===== src/rtl/rsth_pkg.sv =====
package rsth_pkg;

   // Bits needed for a counter that must hold the value n.
   function automatic int unsigned cnt_width(int unsigned n);
      return (n < 2) ? 1 : $clog2(n + 1);
   endfunction

   // Bundle of the three reset outputs, one per domain.
   typedef struct packed {
      logic sticky_n;
      logic core_n;
      logic bus_n;
   } rst_out_t;

endpackage


===== src/rtl/rsth_sync.sv =====
// Asynchronous assertion, clock-synchronous release of one reset.
module rsth_sync #(
   parameter int STAGES = 2
) (
   input  logic clk,
   input  logic arst_n,
   output logic rel_n_o
);
   logic [STAGES-1:0] q;

   generate
      if (STAGES < 2) begin : g_bad_stages
         $error("rsth_sync: STAGES must be at least 2");
      end
   endgenerate

   always_ff @(posedge clk or negedge arst_n) begin
      if (!arst_n) q <= '0;
      else         q <= {q[STAGES-2:0], 1'b1};
   end

   assign rel_n_o = q[STAGES-1];
endmodule


===== src/rtl/rsth_stretch.sv =====
// Holds active_o for LEN cycles after each trigger; a trigger reloads the count.
module rsth_stretch
   import rsth_pkg::*;
#(
   parameter int LEN = 4
) (
   input  logic clk,
   input  logic rst_n,
   input  logic trig,
   output logic active_o
);
   localparam int unsigned W = cnt_width(LEN);
   localparam logic [W-1:0] LOAD = W'(LEN);

   logic [W-1:0] cnt;

   generate
      if (LEN < 1) begin : g_bad_len
         $error("rsth_stretch: LEN must be at least 1");
      end
   endgenerate

   always_ff @(posedge clk or negedge rst_n) begin
      if (!rst_n)          cnt <= '0;
      else if (trig)       cnt <= LOAD;
      else if (cnt != '0)  cnt <= cnt - 1'b1;
   end

   assign active_o = (cnt != '0);
endmodule


===== src/rtl/rsth_hold.sv =====
// Counts CYCLES clock cycles after release of rst_n, then raises done_o.
module rsth_hold
   import rsth_pkg::*;
#(
   parameter int CYCLES = 16
) (
   input  logic clk,
   input  logic rst_n,
   output logic done_o
);
   localparam int unsigned W = cnt_width(CYCLES);
   localparam logic [W-1:0] LAST = W'(CYCLES);

   logic [W-1:0] cnt;

   generate
      if (CYCLES < 1) begin : g_bad_cycles
         $error("rsth_hold: CYCLES must be at least 1");
      end
   endgenerate

   always_ff @(posedge clk or negedge rst_n) begin
      if (!rst_n)            cnt <= '0;
      else if (cnt != LAST)  cnt <= cnt + 1'b1;
   end

   assign done_o = (cnt == LAST);
endmodule


===== src/rtl/rsth_ctrl.sv =====
module rsth_ctrl
   import rsth_pkg::*;
#(
   parameter int CLK_HZ      = 50_000_000,
   parameter int HOLD_US     = 2000,
   parameter int SYNC_STAGES = 2,
   parameter int BUS_PULSE   = 8,
   parameter int LINK_PULSE  = 4
) (
   input  logic clk,
   input  logic pwr_good_i,
   input  logic panel_rst_n_i,
   input  logic link_rst_evt_i,
   input  logic sw_bus_rst_i,
   input  logic hp_freq_chg_i,
   output logic sticky_rst_n_o,
   output logic core_rst_n_o,
   output logic sec_bus_rst_n_o
);
   localparam int HOLD_CYCLES = (CLK_HZ / 1_000_000) * HOLD_US;

   generate
      if (HOLD_CYCLES < 1) begin : g_bad_hold
         $error("rsth_ctrl: CLK_HZ and HOLD_US give a zero hold time");
      end
      if (SYNC_STAGES < 2) begin : g_bad_sync
         $error("rsth_ctrl: SYNC_STAGES must be at least 2");
      end
      if (BUS_PULSE < 1 || LINK_PULSE < 1) begin : g_bad_pulse
         $error("rsth_ctrl: pulse widths must be at least 1");
      end
   endgenerate

   logic     arst_core_n;
   logic     sticky_n;
   logic     core_base_n;
   logic     hold_done;
   logic     sw_q;
   logic     bus_trig;
   logic     link_act;
   logic     bus_act;
   rst_out_t outs;

   // Power-good reaches every domain; the panel pin reaches core and below.
   assign arst_core_n = pwr_good_i & panel_rst_n_i;

   rsth_sync #(.STAGES(SYNC_STAGES)) u_sync_sticky (
      .clk     (clk),
      .arst_n  (pwr_good_i),
      .rel_n_o (sticky_n)
   );

   rsth_sync #(.STAGES(SYNC_STAGES)) u_sync_core (
      .clk     (clk),
      .arst_n  (arst_core_n),
      .rel_n_o (core_base_n)
   );

   // Bus hold time restarts only on power-good.
   rsth_hold #(.CYCLES(HOLD_CYCLES)) u_hold (
      .clk    (clk),
      .rst_n  (sticky_n),
      .done_o (hold_done)
   );

   always_ff @(posedge clk or negedge core_base_n) begin
      if (!core_base_n) sw_q <= 1'b0;
      else              sw_q <= sw_bus_rst_i;
   end

   assign bus_trig = (sw_bus_rst_i & ~sw_q) | hp_freq_chg_i;

   rsth_stretch #(.LEN(LINK_PULSE)) u_link (
      .clk      (clk),
      .rst_n    (core_base_n),
      .trig     (link_rst_evt_i),
      .active_o (link_act)
   );

   rsth_stretch #(.LEN(BUS_PULSE)) u_bus (
      .clk      (clk),
      .rst_n    (core_base_n),
      .trig     (bus_trig),
      .active_o (bus_act)
   );

   assign outs.sticky_n = sticky_n;
   assign outs.core_n   = core_base_n & ~link_act;
   assign outs.bus_n    = core_base_n & hold_done & ~link_act & ~bus_act & ~sw_q;

   assign sticky_rst_n_o  = outs.sticky_n;
   assign core_rst_n_o    = outs.core_n;
   assign sec_bus_rst_n_o = outs.bus_n;
endmodule


===== config.mk =====
export PLATFORM = sky130hd
export DESIGN_NAME = rsth_ctrl
export DESIGN_NICKNAME = d
export VERILOG_FILES = /design/src/rtl/rsth_pkg.sv /design/src/rtl/rsth_sync.sv /design/src/rtl/rsth_stretch.sv /design/src/rtl/rsth_hold.sv /design/src/rtl/rsth_ctrl.sv
export SDC_FILE = /design/constraint.sdc
export NUM_CORES = 1
export LEC_CHECK = 0
export ABC_AREA = 0
export BUFFER_PORTS_ARGS = -buffer_cell sky130_fd_sc_hd__buf_2
export CORE_MARGIN = 2
export CORE_UTILIZATION = 30
export CTS_CLUSTER_DIAMETER = 60
export CTS_CLUSTER_SIZE = 20
export DETAILED_ROUTE_END_ITERATION = 10
export PLACE_DENSITY = 0.49
export SLEW_MARGIN = 5
export SYNTH_ARGS = -nofsm -noshare
export SYNTH_HDL_FRONTEND = slang
export SYNTH_SLANG_ARGS = --single-unit

===== constraint.sdc =====
create_clock -name clk -period 2.6 [get_ports clk]
set_clock_uncertainty 0.05 [all_clocks]
set_input_delay 0.39 -clock clk [delete_from_list [all_inputs] [get_ports clk]]
set_output_delay 0.39 -clock clk [all_outputs]
set_load 0.01 [all_outputs]

==> flow_metrics.py, run 1 <==
metrics = {
    "route": {
        "drtIter0Drc": 16,
        "ant_nets": 0,
        "wl_mm": 2.20,
        "first_pass_iters": 4,
        "vias_per_cell": 4.61,
        "vias": 871,
        "drc": 0,
        "wl_per_cell_um": 11.7,
    },
    "global_route": {
        "antenna_found_initial": 0,
        "track_usage_pct": 10.2,
        "grt_max_degree": 19,
        "grt_pass1_vias": 849,
        "grt_overflow": 0,
        "grt_pass1_wl_mm": 3.88,
    },
    "yosys": {
        "yosysMostFrequentCell": "dfrtp_1",
        "synthesis.area_um2": 1330,
        "synthCells": 117,
        "synth_top_area_share_pct": 54.7,
        "synthTopCellsByArea": "dfrtp_1 (55%), xnor2_1 (9.9%), ha_1 (5.7%)",
        "ys_seq_area_share_pct": 54.7,
        "async_flop_share_pct": 100,
        "yosysTopAreaCell": "dfrtp_1",
        "synth_cell_types": 31,
        "yosys_warnings": 0,
        "synthTopCellsByCount": "dfrtp_1 (29), xnor2_1 (15), inv_1 (9), nand2_1 (9)",
        "synth_ff_type": "dfrtp_1",
        "synth_seq_cells": 29,
        "avgSynthCellArea_um2": 11.3,
        "synth-edff-count": 0,
    },
    "place": {
        "place_hpwl_mm": 1.59,
        "io_buffers": 8,
        "place_area_um2": 1440,
        "place_congestion": 0.732,
    },
    "critical_path": {
        "timing.rr.start": "u_hold.cnt[0]",
        "crit_arrival_ps": 1760,
        "crit_type": "register to primary output",
        "r2r_setup_slack_ps": 1120,
        "path_max_fanout": 5,
        "r2r_end": "u_hold.cnt[16]",
        "crit_chain": "inv_1, ha_1, and4b_1, nand4_2, nor4_2, buf_2",
        "cp.required_ps": 2160,
        "ff2ff_path_depth": 5,
        "cp_slowest_cell": "dfrtp_1",
        "cp_num_buf_inv": 2,
        "worst_setup_path_end_kind": "primary output",
        "critical_path.max_stage_delay_ps": 410,
        "crit_path_start_kind": "register",
        "cpLargestDelayFamily": "simple AND/OR/NAND/NOR gates",
    },
    "floorplanning": {
        "die_w_um": 70.5,
        "boundaryPins": 9,
        "coreArea_um2": 4290,
        "rows": 24,
        "die-height_um": 70.5,
        "start_util_pct": 30.9,
        "die_area_um2": 4970,
    },
    "finish": {
        "utilization_pct": 36.4,
        "stdcell_area_um2": 1560,
        "syn_to_final_growth_pct": 17.9,
        "num-nets-final": 148,
        "num_antenna_cells": 0,
        "drive_gt1_share_pct": 16.8,
    },
    "clock_network": {
        "htree_levels": 2,
        "clk_pin_slew_worst_paths_ps": 70,
        "cts_tree": "built",
        "clockRootBuffer": "clkbuf_8",
        "clk_latency_ps": 290,
        "cts_sinks": 29,
        "cts_buffers": 5,
        "cts-resized-gates": 0,
        "cts_buffer_depth": 2,
    },
    "pwr": {
        "total_power_mw": 1.08,
        "ir_worst_vdd_mv": 0.200,
        "total_leakage_power_nw": 0.717,
        "power_density_nw_per_um2": 693,
    },
    "timing": {
        "rsz0062_at_grt": "no",
        "setup_viol": 0,
        "drv_slew": 0,
        "clock.fmax_mhz": 454,
        "holdWs_ps": 99.8,
        "finalCritPeriodShare_pct": 84.8,
        "finalHoldViolCount": 0,
        "timing.final.crit_period_ps": 2200,
        "tns_ps": 0,
    },
    "min_path": {
        "hp-class": "register to asynchronous set/reset pin",
    },
    "flow_run": {
        "drv_cap": 0,
    },
    "status": {
        "status": "complete, no violations",
    },
}
through the flow:
stage / worst slack (ps) / cells
floorplan: 832 / 118
global placement: 714 / 179
detailed placement: 676 / 179
CTS: 365 / 189
global route: 253 / 189
finish: 396 / 189
timing repair:
item	in CTS	in global routing
endpoints found under the hold margin	4	0
setup buffers	0	0
hold buffers	2	0
cell families after synthesis:
kind of cell | Yosys count | synth area share, %
compound gates | 8 | 3.87
xor+xnor | 18 | 11.9
fa+ha+maj | 6 | 5.66
buf+inv | 9 | 2.55
flops | 29 | 54.7
other cells | 1 | 0.283
simple gates | 46 | 21.0
routing by layer:
| layer | GRT usage (%) | wire length, µm | vias up |
|---|---|---|---|
| li1 | - | - | 428 |
| met1 | 12.4 | 1060 | 425 |
| met2 | 15.1 | 994 | 15 |
| met3 | 5.19 | 114 | 3 |
| met4 | 4.49 | 36 | 0 |
| met5 | 0 | 0 | - |
placed cells by master (no fill, tap or decap), types with 2 or more instances in the layout:
master and count:
a21oi_1 3, and4_1 2, buf_2 8, clkbuf_8 7, conb_1 2, dfrtp_1 29, dlygate4sd3_1 2, ha_1 6
inv_1 9, nand2_1 9, nand2b_1 2, nand3_1 7, nand3b_1 2, nand4_1 3, nor2_1 7, nor4_2 3
xnor2_1 15, xor2_1 3
layout make-up:
class / count / area (µm²)
well taps: 52 / 65.1
multi-input cells: 80 / 571
flip-flops and latches: 29 / 726
repair buffers: 11 / 67.6
inverters: 9 / 33.8
clock inverters: 1 / 5.00
fillers: 451 / 2730
clock buffers: 7 / 96.3
flip-flops by register name, indices dropped and copies added (netlist names):
| register | cells |
|---|---|
| u_hold.cnt | 17 |
| u_link.cnt | 3 |
| u_sync_core.q | 2 |
| sw_q | 1 |
| u_bus.cnt | 4 |
| u_sync_sticky.q | 2 |
how the worst max path moves through the flow:
stage | start | to | slack [ps] | cells after the start
final | u_hold.cnt[0] | sec_bus_rst_n_o | 400 | 6
after global routing | u_hold.cnt[0] | sec_bus_rst_n_o | 250 | 6
after CTS | u_hold.cnt[0] | sec_bus_rst_n_o | 370 | 6
after detailed placement | u_hold.cnt[0] | sec_bus_rst_n_o | 680 | 6
after global placement | u_hold.cnt[0] | sec_bus_rst_n_o | 710 | 6
after floorplan | u_hold.cnt[0] | sec_bus_rst_n_o | 830 | 5
report_power, final:
| group | switching [mW] | internal, mW | total [mW] |
|---|---|---|---|
| clock | 0.173 | 0.239 | 0.412 |
| combinational | 0.0878 | 0.0738 | 0.162 |
| sequential | 0.0230 | 0.487 | 0.510 |
| total | 0.284 | 0.799 | 1.08 |
(Power assumes the default switching activity.)
==> run 2: changes to the inputs <==
PLACE_DENSITY = 0.51   (was 0.49)
clock period = 1.9 ns   (was 2.6 ns; I/O delays follow)
==> flow_metrics.py, run 2 (synthesis gave the netlist of run 1 again) <==
metrics = {
    "finish": {
        "fillers": 406,
        "multiInputGateArea_um2": 614,
        "regArea_um2": 727,
        "num_antenna_cells": 0,
        "syn_to_final_growth_pct": 29.8,
        "utilization_pct": 40.1,
        "stdcell_area_um2": 1720,
        "mostFrequentLayoutCells": "dfrtp_1 (28), xnor2_1 (15), buf_4 (14)",
        "final_common_cell": "dfrtp_1",
        "drive_gt1_share_pct": 29.3,
        "largest_reg_flops": 17,
        "reg.largest.list": "u_hold.cnt x17, u_bus.cnt x4, u_link.cnt x3",
        "regMostFlops": "u_hold.cnt",
        "num-nets-final": 161,
    },
    "clock_network": {
        "htree_levels": 2,
        "cts_buffers": 5,
        "cts_sinks": 29,
        "cts_tree": "built",
        "clk_pin_slew_worst_paths_ps": 60,
        "cts_buffer_depth": 2,
        "clockRootBuffer": "clkbuf_8",
        "clk_latency_ps": 280,
    },
    "route": {
        "vias_per_cell": 4.60,
        "wl_mm": 2.55,
        "first_pass_iters": 4,
        "wl_met3_um": 130,
        "wl_per_cell_um": 12.6,
        "routed.top_layer": "met4",
        "drtIter0Drc": 11,
        "wl_met1_mm": 1.09,
        "ant_nets": 0,
        "vias": 930,
        "drc": 0,
        "wl_met2_mm": 1.32,
    },
    "global_route": {
        "grt_pass1_wl_mm": 4.31,
        "antenna_found_initial": 0,
        "grt_max_degree": 18,
        "grt_overflow": 0,
        "grt_pass1_vias": 984,
        "track_usage_pct": 11.3,
    },
    "timing": {
        "clock.fmax_mhz": 502,
        "setup_viol": 1,
        "finalHoldViolCount": 0,
        "setup_ws_ps": -90.1,
        "drv_slew": 0,
        "rsz0062_at_grt": "yes",
        "tns_ps": -90.1,
        "finalCritPeriodShare_pct": 105,
        "holdWs_ps": 76.8,
        "timing.final.crit_period_ps": 1990,
    },
    "place": {
        "place_hpwl_mm": 1.79,
        "place_congestion": 0.752,
        "place_area_um2": 1470,
        "io_buffers": 8,
    },
    "pwr": {
        "ir_worst_vdd_mv": 0.354,
        "total_leakage_power_nw": 0.794,
        "power_density_nw_per_um2": 958,
    },
    "critical_path": {
        "critical_path.max_stage_delay_ps": 400,
        "path_max_fanout": 3,
        "ff2ff_path_depth": 6,
        "cp_num_buf_inv": 2,
        "cpLargestDelayFamily": "simple AND/OR/NAND/NOR gates",
        "startpoint": "u_bus.cnt[1]",
        "timing.rr.start": "u_hold.cnt[1]",
        "cp_slowest_cell": "dfrtp_1",
        "crit_path_start_kind": "register",
        "crit_arrival_ps": 1660,
        "cp.required_ps": 1560,
        "r2r_end": "u_hold.cnt[16]",
        "worst_setup_path_end_kind": "primary output",
        "crit_chain": "inv_2, ha_4, nand2b_4, or2_4, nor4_2, buf_2",
        "crit_type": "register to primary output",
        "r2r_setup_slack_ps": 340,
    },
    "status": {
        "violations": "negative setup slack",
        "status": "finished with violations",
    },
    "floorplanning": {
        "die-height_um": 70.5,
        "rows": 24,
        "die_w_um": 70.5,
        "boundaryPins": 9,
        "die_area_um2": 4970,
        "coreArea_um2": 4290,
        "start_util_pct": 30.9,
    },
    "min_path": {
        "holdPathStages": 1,
        "hp-class": "input pin to register",
        "worstHoldStart": "sw_bus_rst_i",
        "min_to": "sw_q",
    },
    "flow_run": {
        "drv_cap": 0,
    },
}
[run 2: changes by cell type in the layout (fill, tap and decap cells not counted), sizes merged]
cell    previous run  this run
buf                9        22
bufinv             0         1
clkinv             1         0
[run 2: where the power goes]
group / internal (mW) / total [mW] / switching, mW
combinational: 0.156 / 0.302 / 0.146
sequential: 0.666 / 0.698 / 0.0320
clock: 0.427 / 0.649 / 0.223
[run 2: what timing repair did]
item / in CTS / in global routing
gates resized for setup: 6 / 6
setup buffers: 4 / 6
pin swaps: 3 / 3
endpoints found under the setup margin: 1 / 1
endpoints found under the hold margin: 4 / 0
hold buffers: 2 / 0
[run 2: layout make-up]
| type | count | area share [%] |
|---|---|---|
| Sequential cell | 29 | 42.2 |
| Inverter | 9 | 1.96 |
| Tap cell | 52 | 3.78 |
| Clock buffer | 7 | 5.01 |
| Clock inverter | 1 | 1.74 |
| Timing Repair Buffer | 24 | 9.59 |
| Multi-Input combinational cell | 80 | 35.7 |
[run 2: per-layer routing]
layer,up-vias,track usage [%]
met4,0,3.21
met5,-,0
met1,462,12.8
met3,2,5.48
li1,451,-
met2,15,18.9
[run 2: worst max path at each step]
stage	to	slack, ps	cells after the start
2_1_floorplan	sec_bus_rst_n_o	240	5
3_3_place_gp	sec_bus_rst_n_o	200	6
3_5_place_dp	sec_bus_rst_n_o	160	6
4_1_cts	sec_bus_rst_n_o	-90	6
5_1_grt	sec_bus_rst_n_o	-150	6
6_report	sec_bus_rst_n_o	-90	6
[run 2: metrics by stage]
stage | setup WS [ps] | std cells | total power [mW]
final | -90.1 | 202 | 1.65
after global routing | -153 | 202 | 1.75
after CTS | -93.3 | 196 | 1.61
after detailed placement | 159 | 182 | 0.948
after global placement | 205 | 182 | 0.932
after floorplan | 237 | 118 | 0.877
==> run 3: changes to the inputs <==
PLACE_DENSITY = 0.49   (was 0.51)
clock period = 2.4 ns   (was 1.9 ns; I/O delays follow)
==> flow_metrics.py, run 3 (synthesis gave the netlist of run 1 again) <==
metrics = {
    "status": {
        "status": "complete, no violations",
    },
    "clock_network": {
        "cts_tree": "built",
        "clk_latency_ps": 280,
        "cts_sinks": 29,
        "cts_buffer_depth": 2,
        "cts-resized-gates": 0,
        "cts_buffers": 5,
        "htree_levels": 2,
        "clockRootBuffer": "clkbuf_8",
        "clk_pin_slew_worst_paths_ps": 60,
    },
    "finish": {
        "regMostFlops": "u_hold.cnt",
        "syn_to_final_growth_pct": 19.1,
        "num-nets-final": 148,
        "reg.largest.list": "u_hold.cnt x17, u_bus.cnt x4, u_link.cnt x3",
        "largest_reg_flops": 17,
        "mostFrequentLayoutCells": "dfrtp_1 (29), xnor2_1 (15), inv_1 (9), nand2_1 (9), buf_2 (8)",
        "final_common_cell": "dfrtp_1",
        "stdcell_area_um2": 1580,
        "num_antenna_cells": 0,
        "utilization_pct": 36.8,
        "drive_gt1_share_pct": 16.1,
    },
    "place": {
        "place_hpwl_mm": 1.63,
        "place_congestion": 0.738,
        "place_area_um2": 1440,
        "io_buffers": 8,
    },
    "timing": {
        "clock.fmax_mhz": 461,
        "setup_viol": 0,
        "tns_ps": 0,
        "finalCritPeriodShare_pct": 90.3,
        "drv_slew": 0,
        "finalHoldViolCount": 0,
        "timing.final.crit_period_ps": 2170,
        "rsz0062_at_grt": "no",
    },
    "route": {
        "vias": 865,
        "wl_per_cell_um": 11.7,
        "vias_per_cell": 4.58,
        "ant_nets": 0,
        "drtIter0Drc": 15,
        "first_pass_iters": 4,
        "wl_mm": 2.20,
        "drc": 0,
    },
    "pwr": {
        "total_leakage_power_nw": 0.721,
        "power_density_nw_per_um2": 786,
        "ir_worst_vdd_mv": 0.304,
        "total_power_mw": 1.24,
    },
    "floorplanning": {
        "rows": 24,
        "die_area_um2": 4970,
        "boundaryPins": 9,
        "die_w_um": 70.5,
        "die-height_um": 70.5,
        "start_util_pct": 30.9,
        "coreArea_um2": 4290,
    },
    "global_route": {
        "track_usage_pct": 9.91,
        "grt_max_degree": 19,
        "grt_overflow": 0,
        "antenna_found_initial": 0,
        "grt_pass1_wl_mm": 3.69,
        "grt_pass1_vias": 814,
    },
    "critical_path": {
        "crit_chain": "inv_1, ha_1, and4b_1, nand4_2, nor4_2, buf_2",
        "crit_path_start_kind": "register",
        "cp_slowest_cell": "dfrtp_1",
        "cp.depth": 6,
        "worst_setup_path_end_kind": "primary output",
        "ff2ff_path_depth": 5,
        "crit_type": "register to primary output",
        "crit_arrival_ps": 1760,
        "critical_path.max_stage_delay_ps": 410,
        "cp.required_ps": 1990,
        "cpLargestDelayFamily": "simple AND/OR/NAND/NOR gates",
        "path_max_fanout": 5,
        "cp_num_buf_inv": 2,
    },
    "min_path": {
        "hp-class": "register to asynchronous set/reset pin",
    },
    "flow_run": {
        "drv_cap": 0,
    },
}
[run 3: cell types whose count changed in the layout (fill, tap and decap cells not counted)]
cell and delta:
nor4_4 -1, nand2b_4 -1, buf_4 -13, inv_1 +4, ha_1 +2, or2_1 +1, ha_4 -2, or2_4 -1
inv_2 -4, nand2b_1 +1, dfrtp_2 -1, dfrtp_1 +1, nor4_2 +1
[run 3: power by group]
| part | internal [mW] | switching (mW) |
|---|---|---|
| clock | 0.338 | 0.176 |
| combinational | 0.0794 | 0.0960 |
| sequential | 0.528 | 0.0247 |
[run 3: final timing paths]
path	end	start	slack, ps
min in group clk	sw_q	sw_bus_rst_i	160
max	sec_bus_rst_n_o	u_hold.cnt[0]	230
min reg2reg	u_link.cnt[2]	u_sync_core.q[1]	100
max in group asynchronous	u_sync_core.q[1]	pwr_good_i	1670
max reg2reg	u_hold.cnt[16]	u_hold.cnt[0]	910
min	u_link.cnt[2]	u_sync_core.q[1]	100
[run 3: routing by layer]
layer | routed length [µm] | vias to the layer above | global-route usage (%) | share of wire [%]
li1 | - | 429 | - | -
met1 | 1030 | 420 | 12.3 | 47
met2 | 1060 | 12 | 14.8 | 48
met3 | 75 | 4 | 3.90 | 3.4
met4 | 42 | 0 | 5.13 | 1.9
met5 | 0 | - | 0 | 0
[run 3: area by class of cell]
class / instances / area [µm²]
fillers: 426 / 2720
flip-flops and latches: 29 / 726
multi-input cells: 80 / 571
clock buffers: 7 / 86.3
repair buffers: 11 / 67.6
well taps: 52 / 65.1
inverters: 9 / 33.8
clock inverters: 1 / 30.0
[run 3: per-stage QoR]
step / std cells / hold slack, ps / worst slack, ps
after floorplan: 118 / 14.4 / 662
after global placement: 179 / 99.3 / 540
after detailed placement: 179 / 101 / 517
after CTS: 189 / 118 / 200
after global routing: 189 / 144 / 127
final: 189 / 100 / 232
[run 3: what timing repair did]
action | in CTS | in global routing
endpoints found under the hold margin | 4 | 0
buffers inserted | 0 | 0
hold buffers | 2 | 0
